<file path="src/rtl/tk_pkg.sv">
package tk_pkg;
  localparam int NREG = 7;
  localparam int AW   = 3;

  localparam logic [AW-1:0] A_SEC   = 3'd0;
  localparam logic [AW-1:0] A_MIN   = 3'd1;
  localparam logic [AW-1:0] A_HOUR  = 3'd2;
  localparam logic [AW-1:0] A_DOW   = 3'd3;
  localparam logic [AW-1:0] A_DATE  = 3'd4;
  localparam logic [AW-1:0] A_MONTH = 3'd5;
  localparam logic [AW-1:0] A_YEAR  = 3'd6;

  function automatic logic [7:0] reg_mask(input logic [AW-1:0] a);
    case (a)
      A_SEC:   return 8'hFF;
      A_MIN:   return 8'h7F;
      A_HOUR:  return 8'h7F;
      A_DOW:   return 8'h07;
      A_DATE:  return 8'h3F;
      A_MONTH: return 8'h1F;
      A_YEAR:  return 8'hFF;
      default: return 8'h00;
    endcase
  endfunction

  // two-digit BCD increment, low digit wraps at 9
  function automatic logic [7:0] bcd_inc(input logic [7:0] v);
    if (v[3:0] >= 4'd9) return {v[7:4] + 4'd1, 4'd0};
    else                return {v[7:4], v[3:0] + 4'd1};
  endfunction

  // divisible by four, judged on the BCD digits directly
  function automatic logic bcd_leap(input logic [7:0] y);
    if (!y[4]) return (y[3:0] == 4'd0) || (y[3:0] == 4'd4) || (y[3:0] == 4'd8);
    else       return (y[3:0] == 4'd2) || (y[3:0] == 4'd6);
  endfunction

  function automatic logic [5:0] month_last(input logic [4:0] m, input logic [7:0] y);
    case (m)
      5'h02:                      return bcd_leap(y) ? 6'h29 : 6'h28;
      5'h04, 5'h06, 5'h09, 5'h11: return 6'h30;
      default:                    return 6'h31;
    endcase
  endfunction

  function automatic logic [7:0] hour_next(input logic [7:0] h);
    logic [7:0] inc;
    inc = 8'h00;
    if (h[6]) begin
      inc = bcd_inc({3'b000, h[4:0]});
      if (h[4:0] == 5'h11)      return {2'b01, ~h[5], 5'h12};
      else if (h[4:0] == 5'h12) return {2'b01, h[5], 5'h01};
      else                      return {2'b01, h[5], inc[4:0]};
    end else begin
      inc = bcd_inc({2'b00, h[5:0]});
      if (h[5:0] == 6'h23) return 8'h00;
      else                 return {2'b00, inc[5:0]};
    end
  endfunction

  function automatic logic hour_ends_day(input logic [7:0] h);
    if (h[6]) return (h[4:0] == 5'h11) && h[5];
    else      return (h[5:0] == 6'h23);
  endfunction
endpackage

</file>
<file path="src/rtl/tk_prescaler.sv">
module tk_prescaler #(
  parameter int DIV = 32768
) (
  input  logic clk,
  input  logic rst_n,
  input  logic ref_en,
  output logic tick
);
  localparam int CW = (DIV > 2) ? $clog2(DIV) : 1;
  localparam logic [CW-1:0] LAST = CW'(DIV - 1);

  logic [CW-1:0] cnt_q, cnt_d;

  assign tick = ref_en && (cnt_q == LAST);

  always_comb begin
    cnt_d = cnt_q;
    if (ref_en) cnt_d = tick ? '0 : cnt_q + 1'b1;
  end

  always_ff @(posedge clk or negedge rst_n) begin
    if (!rst_n)      cnt_q <= '0;
    else if (ref_en) cnt_q <= cnt_d;
  end
endmodule

</file>
<file path="src/rtl/tk_clock_regs.sv">
module tk_clock_regs
  import tk_pkg::*;
(
  input  logic          clk,
  input  logic          rst_n,
  input  logic          step,
  input  logic          wr_en,
  input  logic [AW-1:0] wr_addr,
  input  logic [7:0]    wr_data,
  output logic [7:0]    sec_o,
  output logic [7:0]    min_o,
  output logic [7:0]    hour_o,
  output logic          halt_o,
  output logic          day_carry_o
);
  logic [7:0] sec_q, min_q, hour_q;
  logic [7:0] sec_d, min_d, hour_d;
  logic [7:0] sec_inc, min_inc;
  logic       sec_wrap, min_wrap, load;

  assign sec_inc  = bcd_inc({1'b0, sec_q[6:0]});
  assign min_inc  = bcd_inc({1'b0, min_q[6:0]});
  assign sec_wrap = (sec_q[6:0] == 7'h59);
  assign min_wrap = (min_q[6:0] == 7'h59);
  assign load     = wr_en | step;

  assign day_carry_o = step && sec_wrap && min_wrap && hour_ends_day(hour_q);

  always_comb begin
    sec_d  = sec_q;
    min_d  = min_q;
    hour_d = hour_q;
    if (wr_en) begin
      case (wr_addr)
        A_SEC:   sec_d  = wr_data & reg_mask(A_SEC);
        A_MIN:   min_d  = wr_data & reg_mask(A_MIN);
        A_HOUR:  hour_d = wr_data & reg_mask(A_HOUR);
        default: ;
      endcase
    end else if (step) begin
      sec_d = {sec_q[7], sec_wrap ? 7'h00 : sec_inc[6:0]};
      if (sec_wrap) begin
        min_d = min_wrap ? 8'h00 : {1'b0, min_inc[6:0]};
        if (min_wrap) hour_d = hour_next(hour_q);
      end
    end
  end

  always_ff @(posedge clk or negedge rst_n) begin
    if (!rst_n) begin
      sec_q  <= 8'h00;
      min_q  <= 8'h00;
      hour_q <= 8'h00;
    end else if (load) begin
      sec_q  <= sec_d;
      min_q  <= min_d;
      hour_q <= hour_d;
    end
  end

  assign sec_o  = sec_q;
  assign min_o  = min_q;
  assign hour_o = hour_q;
  assign halt_o = sec_q[7];
endmodule

</file>
<file path="src/rtl/tk_calendar_regs.sv">
module tk_calendar_regs
  import tk_pkg::*;
(
  input  logic          clk,
  input  logic          rst_n,
  input  logic          day_step,
  input  logic          wr_en,
  input  logic [AW-1:0] wr_addr,
  input  logic [7:0]    wr_data,
  output logic [7:0]    dow_o,
  output logic [7:0]    date_o,
  output logic [7:0]    month_o,
  output logic [7:0]    year_o
);
  logic [2:0] dow_q, dow_d;
  logic [5:0] date_q, date_d;
  logic [4:0] month_q, month_d;
  logic [7:0] year_q, year_d;
  logic [7:0] date_inc, month_inc, year_inc;
  logic [5:0] last;
  logic       load;

  assign date_inc  = bcd_inc({2'b00, date_q});
  assign month_inc = bcd_inc({3'b000, month_q});
  assign year_inc  = bcd_inc(year_q);
  assign last      = month_last(month_q, year_q);
  assign load      = wr_en | day_step;

  always_comb begin
    dow_d   = dow_q;
    date_d  = date_q;
    month_d = month_q;
    year_d  = year_q;
    if (wr_en) begin
      case (wr_addr)
        A_DOW:   dow_d   = wr_data[2:0];
        A_DATE:  date_d  = wr_data[5:0];
        A_MONTH: month_d = wr_data[4:0];
        A_YEAR:  year_d  = wr_data;
        default: ;
      endcase
    end else if (day_step) begin
      dow_d = (dow_q == 3'd7) ? 3'd1 : dow_q + 3'd1;
      if (date_q == last) begin
        date_d = 6'h01;
        if (month_q == 5'h12) begin
          month_d = 5'h01;
          year_d  = (year_q == 8'h99) ? 8'h00 : year_inc;
        end else begin
          month_d = month_inc[4:0];
        end
      end else begin
        date_d = date_inc[5:0];
      end
    end
  end

  always_ff @(posedge clk or negedge rst_n) begin
    if (!rst_n) begin
      dow_q   <= 3'd1;
      date_q  <= 6'h01;
      month_q <= 5'h01;
      year_q  <= 8'h00;
    end else if (load) begin
      dow_q   <= dow_d;
      date_q  <= date_d;
      month_q <= month_d;
      year_q  <= year_d;
    end
  end

  assign dow_o   = {5'b0, dow_q};
  assign date_o  = {2'b0, date_q};
  assign month_o = {3'b0, month_q};
  assign year_o  = year_q;
endmodule

</file>
<file path="src/rtl/bcd_timekeeper.sv">
module bcd_timekeeper
  import tk_pkg::*;
#(
  parameter int TICK_DIV = 32768
) (
  input  logic              clk,
  input  logic              rst_n,
  input  logic              ref_en,
  input  logic              wr_en,
  input  logic [AW-1:0]     wr_addr,
  input  logic [7:0]        wr_data,
  output logic [NREG*8-1:0] time_o
);
  logic [1:0] rst_sync_q;
  logic       rst_core_n;
  logic       tick, halt, step, day_carry;
  logic [7:0] regs_w [NREG];

  // asynchronous assert, synchronous release
  always_ff @(posedge clk or negedge rst_n) begin
    if (!rst_n) rst_sync_q <= 2'b00;
    else        rst_sync_q <= {rst_sync_q[0], 1'b1};
  end
  assign rst_core_n = rst_sync_q[1];

  tk_prescaler #(.DIV(TICK_DIV)) u_presc (
    .clk    (clk),
    .rst_n  (rst_core_n),
    .ref_en (ref_en),
    .tick   (tick)
  );

  // a write in the same cycle drops the step entirely
  assign step = tick & ~halt & ~wr_en;

  tk_clock_regs u_clock (
    .clk         (clk),
    .rst_n       (rst_core_n),
    .step        (step),
    .wr_en       (wr_en),
    .wr_addr     (wr_addr),
    .wr_data     (wr_data),
    .sec_o       (regs_w[0]),
    .min_o       (regs_w[1]),
    .hour_o      (regs_w[2]),
    .halt_o      (halt),
    .day_carry_o (day_carry)
  );

  tk_calendar_regs u_cal (
    .clk      (clk),
    .rst_n    (rst_core_n),
    .day_step (day_carry),
    .wr_en    (wr_en),
    .wr_addr  (wr_addr),
    .wr_data  (wr_data),
    .dow_o    (regs_w[3]),
    .date_o   (regs_w[4]),
    .month_o  (regs_w[5]),
    .year_o   (regs_w[6])
  );

  for (genvar i = 0; i < NREG; i++) begin : g_snap
    assign time_o[8*i +: 8] = regs_w[i];
  end
endmodule

</file>
<file path="config.mk">
export PLATFORM = sky130hd
export DESIGN_NAME = bcd_timekeeper
export DESIGN_NICKNAME = d
export VERILOG_FILES = /design/src/rtl/tk_pkg.sv /design/src/rtl/tk_prescaler.sv /design/src/rtl/tk_clock_regs.sv /design/src/rtl/tk_calendar_regs.sv /design/src/rtl/bcd_timekeeper.sv
export SDC_FILE = /design/constraint.sdc
export NUM_CORES = 1
export LEC_CHECK = 0
export BUFFER_PORTS_ARGS = -buffer_cell sky130_fd_sc_hd__buf_2
export CORE_MARGIN = 2
export CORE_UTILIZATION = 30
export DETAILED_ROUTE_END_ITERATION = 10
export SLEW_MARGIN = 20
export SYNTH_ARGS = -nofsm -noshare
export SYNTH_HDL_FRONTEND = slang
export SYNTH_SLANG_ARGS = --single-unit
</file>
<file path="constraint.sdc">
create_clock -name clk -period 3.2 [get_ports clk]
set_clock_uncertainty 0.1 [all_clocks]
set_input_delay 0.64 -clock clk [delete_from_list [all_inputs] [get_ports clk]]
set_output_delay 0.64 -clock clk [all_outputs]
set_load 0.03 [all_outputs]
</file>
# Word level (Yosys, flattened, before mapping)
# Cells that the tools add are included.
[classes] n_eq_ne=34 bitwise=7 muxes=50 order_cmp=6 reduce_logical=38 addsub=15
[op_table] op="two-way mux 8 bit" n=20
[op_table] op="two-way mux 6 bit" n=7
[op_table] op="two-way mux 5 bit" n=8
[op_table] op="two-way mux 7 bit" n=5
[op_table] op="adder 4 x 1 -> 4 bit, second input constant" n=7
[op_table] op="greater-or-equal comparator 4 bit, second input constant" n=6
[op_table] op="== test 5 bit, second input constant" n=4
[op_table] op="AND reduction 5 bit" n=4
[op_table] op="AND reduction 4 bit" n=4
[op_table] op="adder 15 x 1 -> 15 bit, second input constant" n=1
[op_table] op="== test 15 bit, second input constant" n=1
[op_table] op="two-way mux 15 bit" n=1
[op_table] op="nonzero test 3 bit" n=5
[op_table] op="== test 7 bit, second input constant" n=2
[op_table] op="!= test 2 x 1 -> 1 bit, second input constant" n=7
[op_table] op="AND reduction 7 bit" n=2
[op_table] op="== test 3 bit, second input constant" n=4
[op_table] op="two-way mux 3 bit" n=4
[op_table] op="one-hot mux 6 bit (2 select lines)" n=1
[op_table] op="AND reduction 3 bit" n=4
[op_table] op="nonzero test 2 bit" n=6
[op_table] op="== test 5 x 3 -> 1 bit, second input constant" n=2
[op_table] op="adder 3 x 1 -> 3 bit, second input constant" n=3
[op_table] op="== test 4 x 3 -> 1 bit, second input constant" n=2
[op_table] op="24 further kinds" n=40
[word_totals] word_cells=167 out_inout_bits=56 input_bits=15 ff_bits=63

# Longest topological paths before layout
# Gate-level depths: netlist of the first run.
[logic_depth] depth_word=11 mapped_depth=9 mapped_depth_nobuf=8

# Hierarchy
# From an unflattened synthesis of the first run, not the netlist that was laid out.
[hier_totals] hier_cells=458 hier_area_um2=4285.4
[modules_own_cells] module="tk_calendar_regs" area_per_inst_um2=1861.8 seq_area_each_um2=554.3 cells_each=206 n_inst=1
[modules_own_cells] module="tk_clock_regs" area_per_inst_um2=1639.1 seq_area_each_um2=550.5 cells_each=181 n_inst=1
[modules_own_cells] module="tk_prescaler" area_per_inst_um2=718.2 seq_area_each_um2=375.4 cells_each=67 n_inst=1
[modules_own_cells] module="bcd_timekeeper" area_per_inst_um2=66.3 seq_area_each_um2=50.0 cells_each=4 n_inst=1

# Least setup slack after synthesis of the first run
# OpenSTA, ideal clock, no wires.
[synth_path] path_type="reg2reg" startpoint="register u_cal.month_q[0]" endpoint="register u_cal.year_q[4] (netlist: u_cal.year_o[4])" t_arrival_ps=2667 required_ps=2975 setup_slack_ps=309 path_stages_with_launch=10 period_less_slack_ps=2891 path_buffers=1 setup_ps=125 cell_sequence="dfstp_2 > inv_1 > ha_1 > nor4b_4 > mux2i_1 > or3_1 > o211a_1 > buf_4 > nor4_4 > mux2_2"
[synth_between] elab_chain_len=6 elab_cells_between_ends=12 cone_classes="7 x eq/ne; 1 x mux; 4 x reduce/logical"
[synth_lines] element="start, declared" line_no="tk_calendar_regs.sv:17" source="logic [4:0] month_q, month_d;"
[synth_lines] element="start signal, assigned" line_no="tk_calendar_regs.sv:67" source="month_q <= month_d;"
[synth_lines] element="== test 5 x 3 -> 1 bit, or another cell as far along" line_no="tk_pkg.sv:39" source="case (m)"
[synth_lines] element="OR reduction 4 bit" line_no="tk_pkg.sv:39"
[synth_lines] element="one-hot mux 6 bit (2 select lines)" line_no="tk_pkg.sv:39"
[synth_lines] element="== test 6 bit" line_no="tk_calendar_regs.sv:44" source="if (date_q == last) begin"
[synth_lines] element="nonzero test 2 bit (no line)"
[synth_lines] element="AND reduction 6 bit (no line) *"
[synth_lines] element="end signal, assigned" line_no="tk_calendar_regs.sv:68" source="year_q <= year_d;"
[synth_lines] element="end, declared" line_no="tk_calendar_regs.sv:18" source="logic [7:0] year_q, year_d;"
# Mark *: on every way between the ends. The rest lies on a longest branch, timed or not.
# A chain may end at the register's enable or synchronous reset.

# Worst setup path after layout of the first run
[layout_path] startpoint="register u_cal.month_q[0]" endpoint="register u_cal.year_q[5] (netlist: u_cal.year_o[5])"
# Same word-level chain as after synthesis.

==> results.py, run 1 <==
metrics = {
    "outcome": {
        "status": "complete, no violations",
    },
    "layout": {
        "drive_above_1_share_pct": 19.3,
        "nets": 577,
        "fin_util_pct": 35.9,
        "antenna-diode-count": 0,
        "nFillCells": 1432,
        "area_growth_pct": 18.1,
    },
    "timing": {
        "fin_crit_ps": 2940,
        "finalCritPeriodShare_pct": 92.0,
        "drv_slew": 0,
        "slew_headroom_pct": 43.4,
        "fmax_mhz": 340,
        "hold_violations": 0,
        "worstMarginPinSlew_ps": 842,
        "final.setup.tns_ps": 0,
        "rsz0062_at_grt": "no",
        "setup_viol": 0,
    },
    "clock_network": {
        "cts_setup_buffers": 0,
        "cts_made_buffers": 9,
        "cts_tree": "yes",
        "h-tree-depth": 3,
        "root_buffer": "clkbuf_16",
        "clock_path_buffers": 2,
        "cts_sinks": 61,
        "ctsHoldBuffers": 1,
        "clk_latency_ps": 320,
        "clk_pin_slew_worst_paths_ps": 50,
        "post_cts_resized": 0,
    },
    "logic_synthesis": {
        "synth_fa_ha_area_share_pct": 9.86,
        "yosys-top-cells-count": "dfrtp_1 (58), inv_1 (41), nor2_1 (37)",
        "synth_top_family_by_area": "compound AO/OA/AOI/OAI gates",
        "synth_cell_types": 67,
        "syn-instance-count": 465,
        "seq_area_frac_synth_pct": 36.5,
        "synth_edf_count": 0,
        "syn_area_sq_um": 4190,
        "syn_avg_cell_area_sq_um": 9.01,
        "synth_top_area_share_pct": 34.7,
        "synth_flop_cell": "dfrtp_1",
        "yosys.area_share.simple_pct": 19.2,
        "yosys-top-cells-area": "dfrtp_1 (35%), ha_1 (9.9%), o21ai_0 (4.2%), inv_1 (3.7%), nor2_1 (3.3%)",
        "synthMuxAreaShare_pct": 4.30,
        "synth.most_common_cell": "dfrtp_1",
        "synth_warnings": 0,
        "synth_compound_area_share_pct": 19.6,
        "async_flop_share_pct": 100,
        "synthXorXnorAreaFrac_pct": 2.72,
        "synthDominantAreaCellType": "dfrtp_1",
        "synth-seq-cells": 61,
    },
    "pwr": {
        "ir_drop_v": 0.000276,
        "leakage_nw": 2.27,
        "power.density_nw_per_um2": 718,
    },
    "route": {
        "drcViolationCount": 0,
        "routed_wl_um": 11200,
        "wl_per_cell_um": 15.7,
        "dr.pass1.iters": 5,
        "drt_iter0_drc": 217,
        "vias": 3643,
        "drtAntennaViolNets": 0,
        "routed_via_density": 5.10,
    },
    "job": {
        "cap_violations": 0,
    },
    "global_routing": {
        "overflow": 0,
        "grt_pass1_vias": 3599,
        "grt_pass1_wl_um": 18600,
        "grt_use_total_pct": 16.0,
        "grt_max_degree": 32,
        "antenna_found_initial": 0,
    },
    "critical_path": {
        "worstPathCellList": "inv_1 > ha_1 > nor4b_4 > mux2i_1 > or3_1 > o211a_1 > nor4_4 > mux2_2",
        "endpoint_kind": "register",
        "cp_max_fo": 9,
        "cpPeakStageDelay_ps": 570,
        "crit_type": "reg -> reg",
        "crit_buf_inv": 1,
        "cp_data_required_time_ps": 3310,
        "cp_data_arrival_time_ps": 3050,
        "critical-path-top-delay-family": "simple AND/OR/NAND/NOR gates",
        "critPathLaunchType": "register",
        "cp_slowest_cell": "dfstp_2",
    },
    "die": {
        "core-area_sq_um": 13800,
        "die_area_sq_um": 14900,
        "die_y_um": 122,
        "fp-row-count": 43,
        "die_w_um": 122,
        "pin_count": 71,
        "initial_core_util_pct": 30.4,
    },
    "hold_path": {
        "hold_class": "reg -> async",
    },
    "placed_design": {
        "routabilityCongestion": 0.857,
        "portBuffers": 58,
        "dp_hpwl_um": 8530,
    },
}
[layer usage]
metal | wire length (um) | share of wire [%] | global-route usage (%)
met1 | 5390 | 48 | 22.2
met2 | 5090 | 45 | 25.0
met3 | 613 | 5.5 | 4.45
met4 | 109 | 0.97 | 3.30
met5 | 0 | 0 | 0
[cells by family (layout without fill, tap and decap cells)]
family / Yosys count / after routing
AO/OA/AOI/OAI: 124 / 124
flip-flops: 61 / 61
other: 2 / 13
adder cells (fa/ha/maj): 33 / 33
AND/OR/NAND/NOR: 148 / 148
multiplexers: 17 / 17
buffers and inverters: 67 / 125
XOR/XNOR: 13 / 13
[worst reg2reg max path, stage by stage (launching register included)]
cell     delay, ps
dfstp_2        570
inv_1          100
ha_1           250
nor4b_4        150
mux2i_1        160
or3_1          400
o211a_1        360
nor4_4         360
mux2_2         380
[per-stage QoR]
| stage | instances | cell area [sq um] | hold slack (ps) | power [mW] | setup WS (ps) |
|---|---|---|---|---|---|
| finish | 714 | 4950 | 220 | 3.55 | 256 |
| global route | 714 | 4950 | 276 | 3.81 | 103 |
| CTS | 714 | 4950 | 253 | 3.57 | 255 |
| detailed placement | 697 | 4640 | 241 | 2.62 | 274 |
| global placement | 697 | 4640 | 238 | 2.57 | 350 |
| floorplan | 476 | 4230 | 231 | 2.21 | 309 |
[state kept, by name, indices dropped and copies added, names as in the netlist]
| register | cells |
|---|---|
| rst_sync_q | 2 |
| u_presc.cnt_q | 15 |
| u_clock.hour_o | 7 |
| u_clock.sec_o | 8 |
| u_clock.min_o | 7 |
| u_cal.month_q | 5 |
| u_cal.date_q | 6 |
| u_cal.dow_q | 3 |
| u_cal.year_o | 8 |
[report_power, final]
part           switching (mW)  internal (mW)  leakage (nW)
Clock                   0.328          0.610         0.143
Sequential              0.293          0.971         0.742
Combinational           0.875          0.473          1.39
[path summary, 6_finish.rpt]
path / startpoint / to / slack [ps] / depth (start not counted)
min in group clk: rst_sync_q[0] / rst_sync_q[1] / 250 / 0
max in group asynchronous: rst_sync_q[1] / u_clock.hour_o[1] / 1920 / 1
setup / recovery: u_cal.month_q[0] / u_cal.year_o[5] / 260 / 8
hold / removal: rst_sync_q[1] / u_clock.sec_o[6] / 220 / 0
hold reg to reg: rst_sync_q[1] / u_clock.sec_o[6] / 220 / 0
setup reg to reg: u_cal.month_q[0] / u_cal.year_o[5] / 260 / 8
[placed cells by master, fill, tap and decap left out, types with 8 or more instances in the layout]
| cell | n |
|---|---|
| buf_4 | 8 |
| conb_1 | 13 |
| dfrtp_1 | 57 |
| buf_2 | 58 |
| a31oi_1 | 10 |
| a21oi_1 | 21 |
| mux2i_1 | 9 |
| nor2_1 | 37 |
| ha_1 | 33 |
| nand2_1 | 35 |
| clkbuf_16 | 9 |
| mux2_2 | 8 |
| nand3_1 | 19 |
| inv_1 | 41 |
| xnor2_1 | 8 |
| o21ai_0 | 35 |
[layout make-up]
cell class / instances / area [sq um] / area share (%)
clock buffers: 16 / 292 / 5.89
multi-input cells: 348 / 2380 / 48.1
well taps: 180 / 225 / 4.55
repair buffers: 67 / 360 / 7.29
flip-flops and latches: 61 / 1530 / 31.0
inverters: 42 / 158 / 3.19
No activity file was read; power rests on OpenSTA's default activity.
==> run 2: changes to the inputs <==
--- a/config.mk
+++ b/config.mk
@@ -8,6 +8,7 @@
 export BUFFER_PORTS_ARGS = -buffer_cell sky130_fd_sc_hd__buf_2
 export CORE_MARGIN = 2
 export CORE_UTILIZATION = 30
+export CTS_CLUSTER_DIAMETER = 60
 export DETAILED_ROUTE_END_ITERATION = 10
 export SLEW_MARGIN = 20
 export SYNTH_ARGS = -nofsm -noshare
==> constraint.sdc (replaced) <==
create_clock -name clk -period 3.6 [get_ports clk]
set_clock_uncertainty 0.1 [all_clocks]
set_input_delay 0.72 -clock clk [delete_from_list [all_inputs] [get_ports clk]]
set_output_delay 0.72 -clock clk [all_outputs]
set_load 0.03 [all_outputs]
==> run 2 against run 1 <==
  * Sequential power is 10% lower
  * Die area unchanged
  * Critical path type unchanged
  * Combinational power down 13%
  * Global-route usage hardly changed
  * Clock power up 2%
  * Non-clock buffer count fell by 3
  * Cell area rose by 0.28%
  * Count of clock-buffer cells in the layout decreased by 3
  * Highest routed layer unchanged
  * Setup slack gained 410 ps
  * Fmax rose by 0.21%
  * Via count up 1.6%
==> results.py, run 2 (synthesized netlist as in run 1, its figures left out) <==
metrics = {
    "global_routing": {
        "grt_pass1_wl_um": 18400,
        "grt_pass1_vias": 3526,
        "grt_use_total_pct": 16.1,
        "antenna_found_initial": 0,
        "overflow": 0,
        "grt_max_degree": 46,
    },
    "layout": {
        "final_cell_mix": "buf_2 (58), dfrtp_1 (57), inv_1 (41)",
        "fin_area_sq_um": 4960,
        "antenna-diode-count": 0,
        "top_register": "u_presc.cnt_q",
        "final_common_cell": "buf_2",
        "drive_above_1_share_pct": 19.2,
        "largest_reg_flops": 15,
        "multi_input_area_sq_um": 2380,
        "nFillCells": 1416,
        "area_growth_pct": 18.4,
        "fin_util_pct": 36.0,
        "nets": 574,
        "register_area_sq_um": 1530,
    },
    "clock_network": {
        "ctsHoldBuffers": 0,
        "cts_tree": "yes",
        "clk_latency_ps": 340,
        "clk_pin_slew_worst_paths_ps": 50,
        "root_buffer": "clkbuf_16",
        "clock_path_buffers": 2,
        "cts_made_buffers": 9,
        "post_cts_resized": 0,
        "cts_sinks": 61,
        "cts_setup_buffers": 0,
        "h-tree-depth": 3,
    },
    "placed_design": {
        "dp_hpwl_um": 8390,
        "portBuffers": 58,
        "placed_cell_area_sq_um": 4630,
        "routabilityCongestion": 0.833,
        "pre_cts_ws_ps": 539,
    },
    "timing": {
        "rsz0062_at_grt": "no",
        "finalCritPeriodShare_pct": 81.6,
        "worstMarginPinSlew_ps": 821,
        "drv_slew": 0,
        "hold_violations": 0,
        "fmax_mhz": 340,
        "fin_crit_ps": 2940,
        "fin_hold_ws_ps": 66.4,
        "slew_headroom_pct": 45.0,
        "setup_viol": 0,
        "final.setup.tns_ps": 0,
        "fin_ws_ps": 663,
    },
    "job": {
        "cap_violations": 0,
    },
    "die": {
        "core-area_sq_um": 13800,
        "die_w_um": 122,
        "die_area_sq_um": 14900,
        "initial_core_util_pct": 30.4,
        "die_y_um": 122,
        "fp-row-count": 43,
        "pin_count": 71,
    },
    "outcome": {
        "status": "complete, no violations",
    },
    "critical_path": {
        "cp_data_arrival_time_ps": 3060,
        "cp_data_required_time_ps": 3720,
        "cp_max_fo": 9,
        "critPathLaunchType": "register",
        "crit_type": "reg -> reg",
        "endpoint_kind": "register",
    },
    "route": {
        "drt_iter0_drc": 224,
        "routed_wl_um": 11200,
        "drcViolationCount": 0,
        "drtAntennaViolNets": 0,
        "wl_per_cell_um": 15.8,
        "dr.pass1.iters": 4,
        "routed_via_density": 5.21,
        "vias": 3703,
    },
    "pwr": {
        "power.density_nw_per_um2": 659,
        "ir_drop_v": 0.000229,
        "leakage_nw": 2.27,
    },
    "hold_path": {
        "hold_class": "in -> async",
    },
}
==> run 2: power breakdown <==
group          internal [mW]  switching, mW  leakage, nW
clock                  0.644          0.313        0.156
sequential             0.863          0.267        0.742
combinational          0.418          0.767         1.37
==> run 2: worst paths after layout <==
check	startpoint	end	slack (ps)	depth (start not counted)
setup / recovery	u_cal.month_q[0]	u_cal.year_o[5]	660	8
setup reg to reg	u_cal.month_q[0]	u_cal.year_o[5]	660	8
min in group clk	rst_sync_q[0]	rst_sync_q[1]	250	0
hold / removal	rst_n	rst_sync_q[1]	70	1
max in group asynchronous	rst_sync_q[1]	u_presc.cnt_q[12]	2500	1
hold reg to reg	rst_sync_q[1]	u_clock.sec_o[2]	250	0
==> run 2: metal layers <==
metal  global-route usage [%]  routed length [um]  vias to the layer above
li1                         -                   -                     1760
met5                        0                   0                        -
met3                     2.81                 541                       18
met4                     6.68                 246                        0
met1                     22.3                5340                     1813
met2                     24.6                5110                      112
==> run 2: through the flow <==
step	std cells	power [mW]
2_1_floorplan	476	1.96
3_3_place_gp	695	2.28
4_1_cts	711	3.30
3_5_place_dp	695	2.32
6_report	711	3.27
5_1_grt	711	3.50
==> run 2: cell type report <==
type | instances | share of cell area [%]
Clock inverter | 3 | 1.36
Sequential cell | 61 | 30.9
Tap cell | 180 | 4.54
Clock buffer | 13 | 5.25
Inverter | 42 | 3.18
Multi-Input combinational cell | 348 | 48.0
Timing Repair Buffer | 64 | 6.76
==> run 2: worst max-delay path, stage by stage (launching register included) <==
cell     delay, ps
dfstp_2        570
inv_1          100
ha_1           250
nor4b_4        160
mux2i_1        140
or3_1          390
o211a_1        360
nor4_4         360
mux2_2         380
